$ cat config.mk
export PLATFORM = sky130hd
export DESIGN_NAME = mfidx_counter
export DESIGN_NICKNAME = d
export VERILOG_FILES = /design/src/rtl/mfidx_pkg.sv /design/src/rtl/mfidx_wr_gate.sv /design/src/rtl/mfidx_core.sv /design/src/rtl/mfidx_entry_sel.sv /design/src/rtl/mfidx_counter.sv
export SDC_FILE = /design/constraint.sdc
export NUM_CORES = 1
export LEC_CHECK = 0
export BUFFER_PORTS_ARGS = -buffer_cell sky130_fd_sc_hd__clkbuf_2
export CAP_MARGIN = 20
export CORE_ASPECT_RATIO = 0.5
export CORE_UTILIZATION = 37
export CTS_CLUSTER_DIAMETER = 60
export DETAILED_ROUTE_END_ITERATION = 16
export GPL_ROUTABILITY_DRIVEN = 0
export HOLD_SLACK_MARGIN = 0.12
export PLACE_DENSITY = 0.89
export SETUP_SLACK_MARGIN = 0.02
export SLEW_MARGIN = 20
export SYNTH_ARGS = -nofsm -noshare
export SYNTH_HDL_FRONTEND = slang
export SYNTH_SLANG_ARGS = --single-unit
$ cat constraint.sdc
create_clock -name clk -period 1.7 [get_ports clk]
set_input_delay 0.17 -clock clk [delete_from_list [all_inputs] [get_ports clk]]
set_output_delay 0.17 -clock clk [all_outputs]
set_load 0.01 [all_outputs]
$ cat src/rtl/mfidx_pkg.sv
package mfidx_pkg;
  localparam int unsigned SUB_BITS = 3;
  localparam int unsigned BE_ALL   = 4;

  typedef enum logic [1:0] {
    LS_1024 = 2'b00,
    LS_512  = 2'b01,
    LS_256  = 2'b10,
    LS_RSVD = 2'b11
  } list_size_e;
endpackage

$ cat src/rtl/mfidx_wr_gate.sv
module mfidx_wr_gate #(
  parameter int unsigned BE_W = 4
) (
  input  logic            clk,
  input  logic            rst_n,
  input  logic            reg_wr,
  input  logic [BE_W-1:0] reg_be,
  input  logic            halted,
  output logic            wr_ok
);
  assign wr_ok = reg_wr && (&reg_be) && halted;

  // writes while running never pass
  a_r7_no_write_running: assert property (@(posedge clk) disable iff (!rst_n)
    !halted |-> !wr_ok);
  // only full-word writes pass
  a_r8_full_word_only: assert property (@(posedge clk) disable iff (!rst_n)
    wr_ok |-> (reg_be == {BE_W{1'b1}}));
endmodule

$ cat src/rtl/mfidx_core.sv
module mfidx_core #(
  parameter int unsigned IDX_W = 14
) (
  input  logic             clk,
  input  logic             rst_n,
  input  logic             step,
  input  logic             load,
  input  logic [IDX_W-1:0] load_val,
  output logic [IDX_W-1:0] idx
);
  always_ff @(posedge clk) begin
    if (!rst_n)    idx <= '0;
    else if (load) idx <= load_val;
    else if (step) idx <= idx + 1'b1;
  end

  // a step adds one modulo 2**IDX_W
  a_r2_step: assert property (@(posedge clk) disable iff (!rst_n)
    (step && !load) |=> (idx == IDX_W'($past(idx) + 1'b1)));
  // no step and no load keeps the index
  a_r3_hold: assert property (@(posedge clk) disable iff (!rst_n)
    (!step && !load) |=> $stable(idx));
  // a load wins and lands next cycle
  a_r6_load: assert property (@(posedge clk) disable iff (!rst_n)
    load |=> (idx == $past(load_val)));
endmodule

$ cat src/rtl/mfidx_entry_sel.sv
module mfidx_entry_sel
  import mfidx_pkg::*;
#(
  parameter int unsigned IDX_W = 14,
  parameter int unsigned ENT_W = 10
) (
  input  logic [IDX_W-1:0] idx,
  input  logic [1:0]       size,
  output logic [ENT_W-1:0] entry
);
  localparam int unsigned NUM_SZ = 3;

  logic [ENT_W-1:0] cand [NUM_SZ];

  for (genvar g = 0; g < NUM_SZ; g++) begin : g_sz
    assign cand[g] = ENT_W'(idx[SUB_BITS+ENT_W-1-g:SUB_BITS]);
  end

  always_comb begin
    case (size)
      LS_512:  entry = cand[1];
      LS_256:  entry = cand[2];
      default: entry = cand[0];
    endcase
  end
endmodule

$ cat src/rtl/mfidx_counter.sv
module mfidx_counter
  import mfidx_pkg::*;
#(
  parameter int unsigned IDX_W  = 14,
  parameter int unsigned DATA_W = 32,
  localparam int unsigned BE_W  = DATA_W / 8,
  localparam int unsigned ENT_W = IDX_W - 4,
  localparam int unsigned SOF_W = IDX_W - SUB_BITS
) (
  input  logic              clk,
  input  logic              rst_n,
  input  logic              run,
  input  logic              halted,
  input  logic              uframe_tick,
  input  logic [1:0]        list_size,
  input  logic              reg_wr,
  input  logic [BE_W-1:0]   reg_be,
  input  logic [DATA_W-1:0] reg_wdata,
  output logic [DATA_W-1:0] reg_rdata,
  output logic [IDX_W-1:0]  frame_index,
  output logic [ENT_W-1:0]  list_entry,
  output logic [SOF_W-1:0]  sof_frame
);
  logic wr_ok;

  mfidx_wr_gate #(.BE_W(BE_W)) u_gate (
    .clk(clk), .rst_n(rst_n), .reg_wr(reg_wr), .reg_be(reg_be),
    .halted(halted), .wr_ok(wr_ok)
  );

  mfidx_core #(.IDX_W(IDX_W)) u_core (
    .clk(clk), .rst_n(rst_n), .step(uframe_tick && run), .load(wr_ok),
    .load_val(reg_wdata[IDX_W-1:0]), .idx(frame_index)
  );

  mfidx_entry_sel #(.IDX_W(IDX_W), .ENT_W(ENT_W)) u_sel (
    .idx(frame_index), .size(list_size), .entry(list_entry)
  );

  assign sof_frame = frame_index[IDX_W-1:SUB_BITS];
  assign reg_rdata = DATA_W'(frame_index);

  // smallest list leaves the two top pointer bits clear
  a_r5_small_list: assert property (@(posedge clk) disable iff (!rst_n)
    (list_size == LS_256) |-> (list_entry[ENT_W-1 -: 2] == 2'b00));
  // reserved read bits stay zero
  a_r9_rsvd_zero: assert property (@(posedge clk) disable iff (!rst_n)
    reg_rdata[DATA_W-1:IDX_W] == '0);
  // a running controller cannot disturb the index by writing
  a_r7_ignored: assert property (@(posedge clk) disable iff (!rst_n)
    (!halted && !(uframe_tick && run)) |=> $stable(frame_index));
endmodule

==> impl_metrics.py, run 1 <==
metrics = {
    "status": {
        "status": "complete, no violations",
    },
    "power_and_ir_drop": {
        "power.total_uw": 741,
        "power.leakage_nw": 0.665,
        "power_density_nw_per_um2": 550,
        "irDropWorstVdd_mv": 0.240,
    },
    "sta": {
        "setup_viol": 0,
        "finalSetupTns_ps": 0,
        "post-route-worst-setup-slack_ps": 241,
        "skew_ps": 1.97,
        "fin_crit_sh_pct": 85.8,
        "timing.hold.ws_ps": 165,
        "fmax_ghz": 0.685,
        "maxSlewViolCount": 0,
        "rsz0062_at_grt": "false",
        "hold_violations": 0,
        "finalCriticalPeriod_ps": 1460,
    },
    "layout": {
        "finalInstanceArea_um2": 1350,
        "largest_register_ffs": 14,
        "fin_util_pct": 44.0,
        "fill_cells": 292,
        "largest_registers": "u_core.idx (14)",
        "area_growth_pct": 11.3,
        "insertedDiodeCount": 0,
        "finalNetCount": 233,
        "fin_cells": 225,
        "drive_above_1_share_pct": 48.1,
        "largest-register": "u_core.idx",
    },
    "floorplan": {
        "start_util_pct": 39.5,
        "core_um2": 3070,
        "ios": 111,
        "dieHeight_um": 42.5,
        "dieArea_um2": 3520,
        "die_w_um": 82.9,
        "placementRows": 14,
    },
    "routing": {
        "route.detailed.drc": 0,
        "vias": 999,
        "wirelength_um": 2340,
        "drt_pass1_iterations": 4,
        "wl_per_cell_um": 10.4,
        "drt_iter0_markers": 53,
        "postRouteAntennaNets": 0,
        "drt-vias-per-instance": 4.44,
    },
    "yosys": {
        "yosys_warnings": 0,
        "synth_ff_type": "dfxtp_1",
        "seq_area_frac_synth_pct": 23.1,
        "synthDistinctLibCells": 26,
        "syn-cell-area_um2": 1210,
        "synth_edf_count": 0,
        "synthArstFlopShare_pct": 0,
        "synth_seq_cells": 14,
        "syn_inst": 144,
        "avgSynthCellArea_um2": 8.41,
    },
    "placed_design": {
        "pre_cts_slack_ps": 230,
        "dpl.hpwl_um": 1820,
        "port_buffers": 74,
        "placedCellCount": 222,
        "placed_cell_area_um2": 1310,
    },
    "setup_path": {
        "worstPathArrival_ps": 1590,
        "reg2reg_to": "u_core.idx[12]$_SDFFE_PN0P_",
        "worstPathMaxFanout": 6,
        "startpoint": "u_core.idx[0]$_SDFFE_PN0P_",
        "critPathCaptureType": "flop",
        "reg2reg_depth": 5,
        "regToRegSetupSlack_ps": 240,
        "worstReg2RegStart": "u_core.idx[0]$_SDFFE_PN0P_",
        "path_class": "reg2reg",
        "crit_end": "u_core.idx[12]$_SDFFE_PN0P_",
        "start_kind": "flop",
        "required_ps": 1830,
    },
    "cts": {
        "ctsHtreeMaxLevel": 1,
        "cts_tree": "yes",
        "holdBufCountCts": 0,
        "ctsResizeCount": 0,
        "clock_sinks": 14,
        "root_buffer": "clkbuf_8",
        "clock_path_buffers": 2,
        "cts_setup_buffers": 0,
        "path_clk_slew_ps": 60,
        "insertion_delay_ps": 250,
        "cts_buffers": 3,
    },
    "grt": {
        "grt_max_degree": 29,
        "grt_pass1_wl_um": 3480,
        "grt-ovfl-total": 0,
        "grt_pass1_vias": 787,
        "antenna_found_initial": 0,
        "track_usage_pct": 12.6,
    },
    "hold_path": {
        "hold_path.class": "in2reg",
    },
    "job": {
        "drv_cap": 0,
    },
}
worst max-delay path: stages (launching register included):
cell and delay [ps]:
dfxtp_1 450, ha_1 210, nand3_2 160, nor4_2 290
xnor2_1 150, a21oi_1 80
cell families after synthesis:
group	Yosys count	share of synthesized area (%)
AO/OA/AOI/OAI	26	12.8
XOR/XNOR	13	9.40
adder cells (fa/ha/maj)	2	2.07
buffers and inverters	58	34.0
flip-flops	14	23.1
other	1	0.310
AND/OR/NAND/NOR	30	18.3
placed cells by master, fill, tap and decap left out:
| master | n |
|---|---|
| o21ai_0 | 1 |
| nand3_2 | 2 |
| inv_1 | 4 |
| nor4_2 | 5 |
| xor2_1 | 1 |
| nor3_1 | 3 |
| and2_1 | 1 |
| a21oi_1 | 9 |
| nand3_1 | 4 |
| nand4_1 | 2 |
| dfxtp_1 | 14 |
| clkbuf_2 | 74 |
| nand3_4 | 1 |
| ha_1 | 2 |
| clkbuf_8 | 3 |
| xnor2_1 | 12 |
| buf_4 | 1 |
| nor2_1 | 3 |
| o21ai_1 | 10 |
| conb_1 | 18 |
| nand4_4 | 1 |
| and4_1 | 1 |
| nand2_1 | 7 |
| o211a_1 | 3 |
| a21oi_2 | 2 |
| o21a_1 | 1 |
layout make-up:
type	instances	area, µm²	share of cell area [%]
Tap cell	40	50.0	3.71
Sequential cell	14	280	20.8
Multi-Input combinational cell	89	583	43.3
Inverter	4	15.0	1.11
Clock buffer	3	41.3	3.06
Timing Repair Buffer	75	378	28.0
power breakdown:
part	leakage (nW)	switching, mW	total (mW)	internal, mW
Sequential	0.113	0.0138	0.349	0.336
Clock	0.0216	0.119	0.276	0.157
Combinational	0.531	0.0663	0.116	0.0494
worst min path at each step:
stage                       startpoint  slack, ps                          end  cells after the start
after floorplan                  rst_n        310  u_core.idx[10]$_SDFFE_PN0P_                      2
after global placement    reg_wdata[0]        410   u_core.idx[0]$_SDFFE_PN0P_                      2
after detailed placement  reg_wdata[2]        420   u_core.idx[2]$_SDFFE_PN0P_                      2
after CTS                 reg_wdata[2]        170   u_core.idx[2]$_SDFFE_PN0P_                      2
after global routing      reg_wdata[0]        170   u_core.idx[0]$_SDFFE_PN0P_                      2
final                     reg_wdata[1]        160   u_core.idx[1]$_SDFFE_PN0P_                      2
Yosys cell counts, types with 2 or more instances:
cell type / number / area, µm²
inv_1: 4 / 15.0
ha_1: 2 / 25.0
a21oi_2: 2 / 17.5
nand3_1: 4 / 20.0
nor3_1: 3 / 15.0
dfxtp_1: 14 / 280
nand4_1: 2 / 12.5
o21ai_1: 10 / 50.1
nor4_2: 5 / 62.6
a21oi_1: 9 / 45.0
nand3_2: 2 / 20.0
o211a_1: 3 / 30.0
buf_2: 2 / 10.0
nand2_1: 7 / 26.3
xnor2_1: 12 / 105
nor2_1: 3 / 11.3
buf_4: 51 / 383
metal layers:
| layer | up-vias | part of all wire, % | track usage, % |
|---|---|---|---|
| met3 | 4 | 6.7 | 3.74 |
| met5 | - | 0 | 0 |
| met2 | 50 | 54 | 25.2 |
| met4 | 0 | 1.2 | 5.17 |
| met1 | 443 | 39 | 12.3 |
| li1 | 502 | - | - |
(Power assumes the default switching activity.)
==> run 2, diff against run 1 <==
CORE_UTILIZATION = 38   (was 37)
CTS_BUF_LIST = sky130_fd_sc_hd__clkbuf_2   (was not set)
PLACE_DENSITY = 0.91   (was 0.89)
==> impl_metrics.py, run 2 (same netlist as run 1, synthesis figures left out) <==
metrics = {
    "grt": {
        "grt_max_degree": 29,
        "use_met2_pct": 26.9,
        "grt_pass1_wl_um": 3620,
        "grt_pass1_vias": 866,
        "use_met1_pct": 14.4,
        "grt_util_met3_pct": 1.32,
        "top_usage_layer": "met2",
        "antenna_found_initial": 0,
        "track_usage_pct": 13.6,
        "grt-ovfl-total": 0,
    },
    "power_and_ir_drop": {
        "power_switching_uw": 188,
        "power.total_uw": 625,
        "irDropWorstVdd_mv": 0.168,
        "switching_share_pct": 30.0,
        "seq_power_share_pct": 55.7,
        "p_int_uw": 438,
        "p_clk_share_pct": 24.8,
        "power_density_nw_per_um2": 460,
        "comb_power_share_pct": 19.4,
        "power.leakage_nw": 0.674,
    },
    "layout": {
        "finalNetCount": 237,
        "finalInstanceArea_um2": 1360,
        "drive_above_1_share_pct": 47.6,
        "insertedDiodeCount": 0,
        "largest_registers": "u_core.idx (14)",
        "largest-register": "u_core.idx",
        "final_cell_mix": "clkbuf_2, conb_1, dfxtp_1",
        "largest_register_ffs": 14,
        "fill_cells": 287,
        "multi_input_area_um2": 583,
        "layout_commonest_cell": "clkbuf_2",
        "regArea_um2": 280,
        "area_growth_pct": 12.2,
    },
    "sta": {
        "fin_crit_sh_pct": 87.3,
        "maxSlewViolCount": 0,
        "fmax_ghz": 0.673,
        "timing.hold.ws_ps": 153,
        "finalCriticalPeriod_ps": 1480,
        "hold_violations": 0,
        "rsz0062_at_grt": "false",
        "post-route-worst-setup-slack_ps": 215,
        "setup_viol": 0,
        "finalSetupTns_ps": 0,
        "skew_ps": 7.33,
    },
    "placed_design": {
        "dpl.hpwl_um": 1810,
        "placed_cell_area_um2": 1310,
        "port_buffers": 74,
        "pre_cts_slack_ps": 221,
    },
    "setup_path": {
        "start_kind": "flop",
        "worstPathArrival_ps": 1640,
        "worstPathMaxFanout": 6,
        "required_ps": 1860,
        "critPathCaptureType": "flop",
        "path_class": "reg2reg",
    },
    "routing": {
        "wirelength_um": 2290,
        "drt_iter0_markers": 50,
        "vias": 988,
        "drt_pass1_iterations": 4,
        "drt-vias-per-instance": 4.31,
        "wl_per_cell_um": 10.0,
        "postRouteAntennaNets": 0,
        "route.detailed.drc": 0,
    },
    "cts": {
        "root_buffer": "clkbuf_2",
        "clock_sinks": 14,
        "cts_tree": "yes",
        "clock_path_buffers": 2,
        "cts_buffers": 3,
        "cts_setup_buffers": 0,
        "ctsResizeCount": 0,
        "insertion_delay_ps": 270,
        "ctsHtreeMaxLevel": 1,
        "path_clk_slew_ps": 140,
    },
    "floorplan": {
        "dieArea_um2": 3430,
        "placementRows": 14,
        "dieHeight_um": 41.9,
        "start_util_pct": 40.2,
        "die_w_um": 81.8,
        "core_um2": 3010,
        "ios": 111,
    },
    "status": {
        "status": "complete, no violations",
    },
    "job": {
        "drv_cap": 0,
    },
    "hold_path": {
        "hold_path.class": "in2reg",
    },
}
==> run 2: cell types whose count changed in the layout (fill, tap and decap cells not counted) <==
cell	change
buf_4	+1
clkbuf_2	+3
dlygate4sd3_1	+3
clkbuf_8	-3
==> run 2: final timing paths <==
check                               from                     endpoint  slack, ps  depth (start not counted)
max           u_core.idx[1]$_SDFFE_PN0P_  u_core.idx[10]$_SDFFE_PN0P_        220                          5
min                        reg_wdata[11]  u_core.idx[11]$_SDFFE_PN0P_        150                          3
max reg2reg   u_core.idx[1]$_SDFFE_PN0P_  u_core.idx[10]$_SDFFE_PN0P_        220                          5
min reg2reg  u_core.idx[12]$_SDFFE_PN0P_  u_core.idx[12]$_SDFFE_PN0P_        650                          2
==> run 2: what timing repair did <==
action	in CTS	in global routing
setup endpoints to repair	0	0
hold buffers	3	0
hold endpoints to repair	3	0
==> run 2: through the flow <==
step	instances	utilization (%)
floorplan	161	-
global placement	223	43.6
detailed placement	223	43.6
CTS	229	45.1
global route	229	45.1
finish	229	45.1
==> run 2: routing by layer <==
metal  share of wire [%]  vias to the layer above
li1                    -                      508
met1                  39                      438
met2                  55                       40
met3                 4.8                        2
met4                0.57                        0
met5                   0                        -
==> run 2: power groups by stage <==
stage | logic [mW] | registers, mW | clock network [mW]
floorplan | 0.103 | 0.358 | 0
global placement | 0.113 | 0.355 | 0
detailed placement | 0.117 | 0.356 | 0
CTS | 0.123 | 0.349 | 0.166
global route | 0.135 | 0.350 | 0.173
finish | 0.122 | 0.349 | 0.155
==> run 2: worst max-delay path, cell delays in order, from the launching register on <==
cell and delay, ps:
dfxtp_1 470, ha_1 200, nand3_2 150, nor4_2 300, xnor2_1 150, a21oi_1 90
==> run 2: layout make-up <==
class	count	share of cell area, %
multi-input combinational	89	42.9
timing repair buffer	79	30.6
sequential	14	20.6
tap	40	3.68
clock buffer	3	1.10
inverter	4	1.10
